`config.mk`:
```
export PLATFORM = sky130hd
export DESIGN_NAME = burst_seq
export DESIGN_NICKNAME = d
export VERILOG_FILES = /design/src/rtl/bseq_pkg.sv /design/src/rtl/burst_ctrl_dec.sv /design/src/rtl/burst_offset_ctr.sv /design/src/rtl/burst_start_reg.sv /design/src/rtl/burst_seq.sv
export SDC_FILE = /design/constraint.sdc
export NUM_CORES = 1
export LEC_CHECK = 0
export ABC_AREA = 1
export BUFFER_PORTS_ARGS = -buffer_cell sky130_fd_sc_hd__clkbuf_2
export CORE_MARGIN = 5
export CORE_UTILIZATION = 46
export DETAILED_ROUTE_END_ITERATION = 10
export PLACE_DENSITY = 0.86
export SYNTH_ARGS = -nofsm -noshare
export SYNTH_HDL_FRONTEND = slang
export SYNTH_SLANG_ARGS = --single-unit
export TNS_END_PERCENT = 100
```
`constraint.sdc`:
```
create_clock -name clk -period 1.5 [get_ports clk]
set_clock_uncertainty 0.15 [all_clocks]
set_input_delay 0.225 -clock clk [delete_from_list [all_inputs] [get_ports clk]]
set_output_delay 0.225 -clock clk [all_outputs]
set_load 0.02 [all_outputs]
```
`src/rtl/bseq_pkg.sv`:
```
package bseq_pkg;
  localparam int LOW_W = 2;
  typedef logic [LOW_W-1:0] low_t;

  // Low address bits for a given start value and step count.
  function automatic low_t map_low(input low_t start, input low_t offs, input logic ilv);
    low_t r;
    if (ilv) r = start ^ offs;
    else     r = low_t'(start + offs);
    return r;
  endfunction

  function automatic low_t step_offs(input low_t offs);
    return low_t'(offs + low_t'(1));
  endfunction
endpackage

```
`src/rtl/burst_ctrl_dec.sv`:
```
module burst_ctrl_dec (
  input  logic stall,
  input  logic adv,
  output logic do_load,
  output logic do_step
);
  always_comb begin
    do_load = !stall && !adv;
    do_step = !stall && adv;
  end
endmodule

```
`src/rtl/burst_offset_ctr.sv`:
```
module burst_offset_ctr
  import bseq_pkg::*;
(
  input  logic clk,
  input  logic rst_n,
  input  logic clr,
  input  logic inc,
  output low_t offs
);
  always_ff @(posedge clk or negedge rst_n) begin
    if (!rst_n)   offs <= '0;
    else if (clr) offs <= '0;
    else if (inc) offs <= step_offs(offs);
  end
endmodule

```
`src/rtl/burst_start_reg.sv`:
```
module burst_start_reg #(
  parameter int ADDR_W = 16
) (
  input  logic              clk,
  input  logic              rst_n,
  input  logic              cap,
  input  logic [ADDR_W-1:0] addr_in,
  input  logic              sel_in,
  input  logic              wr_in,
  output logic [ADDR_W-1:0] base,
  output logic              sel_q,
  output logic              wr_q
);
  always_ff @(posedge clk or negedge rst_n) begin
    if (!rst_n) begin
      base  <= '0;
      sel_q <= 1'b0;
      wr_q  <= 1'b0;
    end else if (cap) begin
      base  <= addr_in;
      sel_q <= sel_in;
      wr_q  <= wr_in;
    end
  end
endmodule

```
`src/rtl/burst_seq.sv`:
```
module burst_seq
  import bseq_pkg::*;
#(
  parameter int ADDR_W = 16
) (
  input  logic              clk,
  input  logic              rst_n,
  input  logic              stall,
  input  logic              adv,
  input  logic              ilv_mode,
  input  logic [ADDR_W-1:0] addr_in,
  input  logic              sel_in,
  input  logic              wr_in,
  output logic [ADDR_W-1:0] addr_out,
  output logic              sel_out,
  output logic              wr_out
);
  localparam int UP_W = ADDR_W - LOW_W;

  logic              do_load;
  logic              do_step;
  low_t              offs;
  logic [ADDR_W-1:0] base;
  low_t              low_now;

  burst_ctrl_dec u_dec (
    .stall   (stall),
    .adv     (adv),
    .do_load (do_load),
    .do_step (do_step)
  );

  burst_offset_ctr u_ctr (
    .clk   (clk),
    .rst_n (rst_n),
    .clr   (do_load),
    .inc   (do_step),
    .offs  (offs)
  );

  burst_start_reg #(.ADDR_W(ADDR_W)) u_start (
    .clk     (clk),
    .rst_n   (rst_n),
    .cap     (do_load),
    .addr_in (addr_in),
    .sel_in  (sel_in),
    .wr_in   (wr_in),
    .base    (base),
    .sel_q   (sel_out),
    .wr_q    (wr_out)
  );

  assign low_now = map_low(base[LOW_W-1:0], offs, ilv_mode);

  generate
    if (UP_W > 0) begin : g_upper
      assign addr_out = {base[ADDR_W-1:LOW_W], low_now};
    end else begin : g_low_only
      assign addr_out = low_now[ADDR_W-1:0];
    end
  endgenerate
endmodule

```
==> run summary <==
Cell taking the most area after synthesis = dfrtp_1
Adder-cell share of the synthesized area = 1.30%
Initial DRC count = 20
Slowest cell on the critical path = dfrtp_1
Class of the worst hold path = in2reg
Syn avg cell area = 8.36 µm²
Largest family of logic cells by synthesized area = simple AND/OR/NAND/NOR gates
Top cells by area, synth = dfrtp_1, nand2_1, buf_4, buf_6, inv_1
Mux cell area share after synthesis = 0%
Max-slew violations = 0
Post-route ant nets = 0
First-pass GRT wire length = 3820 µm
Count of state elements after synthesis = 20
RSZ-0062 raised after global routing = yes
Critical path cell sequence = ha_2 > nand2_1 > nand3_2 > nand2_1 > inv_1 > clkbuf_8
DR pass1 iterations = 4
Row cnt = 16
CP Max Fanout = 2
Period minus WS final = 1680 ps
Number of vias per cell = 4.40
Initial antenna violation count = 0
Post-Syn Instances = 115
Tightest Pin Transition = 477 ps
I/O pins = 41
Die area = 3100 µm²
CP dominant cell by count = nand2_1
Lkg Pwr = 0.777 nW
Gr ovfl total = 0
Nets = 191
Power Density = 1090 nW/µm²
Clk buf depth = 2
Synth-to-layout area growth = 41.0%
Initial Util = 48.5%
Final worst setup slack = -179 ps
Core Footprint = 1980 µm²
Final hold viol count = 0
Final period util = 112%
Number of global-route vias before repair = 866
Compound-Gate Fraction of Synth Area = 1.56%
Failing checks = negative setup slack
Max Cap Viol = 0
Largest net degree at the start of global routing = 21
Synthesized net count = 139
Peak VDD IR = 0.000706 V
DPL Wire Length = 1460 µm
Synth cell types = 14
Setup crit start kind = flip-flop
Worst skew pair latency = 290 ps
Crit path kind = reg2out
WL/cell = 11.9 µm
Synth Warn # = 0
Data required, critical path = 1120 ps
CTS Buf Count = 3
Pre-CTS WS = 139 ps
Fraction of layout cells with a size suffix above 1 = 31.9%
Post-synthesis xor/xnor area fraction = 0%
Largest delay contributor family on the critical path = flip-flops
Crit path buf inv count = 2
TritonCTS clock tree = built
Clock tree sinks = 20
CTS clk-pin slew, worst paths = 110 ps
# DRC = 0
CP arrival = 1300 ps
Ant diodes = 0
Max Fclk = 596 MHz
PortBufs = 40
Outcome = complete, but fails checks
Worst Setup End Kind = primary output
Worst Hold Depth = 4
R2R depth = 6
Gr usage total = 16.0%
Die W = 55.7 µm
Final Wtd Congestion = 0.681
Setup violators final = 2
Crit-path max cell delay = 410 ps
Hold slack final = 62.2 ps
DR vias = 850
Synth top area share = 52.1%
Sequential share of the synthesized area = 52.1%
Critical path depth = 6
Routed wire length = 2300 µm
Post-Syn Area = 961 µm²
Die Y = 55.7 µm
H-tree levels = 1
Slew HR = 68.2%
Clock root buffer = clkbuf_4
Simple-gate share of the synthesized area = 27.0%
synthesized netlist by cell type:
library cell / instances
buf_12: 1
a21oi_1: 2
nor2_1: 4
dfrtp_1: 20
buf_4: 14
nor2_2: 1
inv_2: 1
ha_1: 1
o21ai_0: 1
nand2_2: 1
buf_6: 2
nand2_1: 59
nand3_1: 2
inv_1: 6
repair_timing:
action	4_1_cts	5_1_grt
buffers inserted	1	1
setup endpoints to repair	2	2
resized for setup	5	1
endpoints found under the hold margin	39	0
pin swaps	1	0
hold buffers	20	0
per-stage QoR:
step                setup TNS [ps]  std cells  cell area (µm²)  utilization, %  power (W)
finish                        -224        193             1360            68.4    0.00148
global route                  -339        193             1360            68.4    0.00156
CTS                           -211        192             1340            67.7    0.00149
detailed placement               0        167             1060            53.6   0.000981
global placement                 0        167             1060            53.6   0.000963
floorplan                        0        115              961               -   0.000920
placed cells by master, fill, tap and decap left out:
cell type	count
nor2_2	1
inv_2	1
nand2_1	59
clkbuf_2	38
nand3_1	1
dlygate4sd3_1	20
buf_4	4
o21ai_0	1
nand2_2	1
clkbuf_4	3
inv_1	6
nand3_2	1
clkbuf_8	2
ha_2	1
a21oi_1	2
nor2_1	4
bufinv_16	1
dfrtp_1	20
worst min-delay path, cell delays in order:
cell and delay (ps):
clkbuf_2 100, nor2_2 60, nand2_1 50, nand2_1 40
state kept, by name (all words and copies together) (netlist names):
name and count:
u_start.base 16, u_ctr.offs 2, u_start.sel_q 1, u_start.wr_q 1
cell type report:
| cell class | instances | area [µm²] |
|---|---|---|
| inverters | 7 | 26.3 |
| well taps | 27 | 33.8 |
| fillers | 148 | 627 |
| multi-input cells | 71 | 294 |
| clock buffers | 3 | 22.5 |
| flip-flops and latches | 20 | 500 |
| repair buffers | 64 | 448 |
| clock inverters | 1 | 30.0 |
final timing paths:
kind,from,end,slack [ps]
worst max-delay path,u_start.base[0],addr_out[1],-180
worst min-delay path,adv,u_start.base[6],60
worst max register to register,u_ctr.offs[0],u_ctr.offs[1],420
worst min register to register,u_start.base[3],u_start.base[3],330
max in group asynchronous,rst_n,u_start.base[11],580
min in group asynchronous,rst_n,u_ctr.offs[0],300
layer usage:
layer  vias up  global-route usage, %  share of wire (%)
met5         -                      0                  0
met4         0                   10.8                3.2
met3         8                   1.16                4.7
met2        31                   30.6                 57
met1       380                   16.2                 35
li1        431                      -                  -
cell families (layout without fill, tap and decap cells):
logic type                 after synthesis  after routing
AOI/OAI and AO/OA                        3              3
adders and majority gates                1              1
buffers and inverters                   24             75
DFF                                     20             20
and+or+nand+nor                         67             67
where the power goes:
group          internal (W)  switching, W  total [W]
Sequential         0.000607     0.0000424   0.000649
Clock              0.000270      0.000163   0.000432
Combinational      0.000175      0.000223   0.000398
Power figures use the tool's default switching activity.
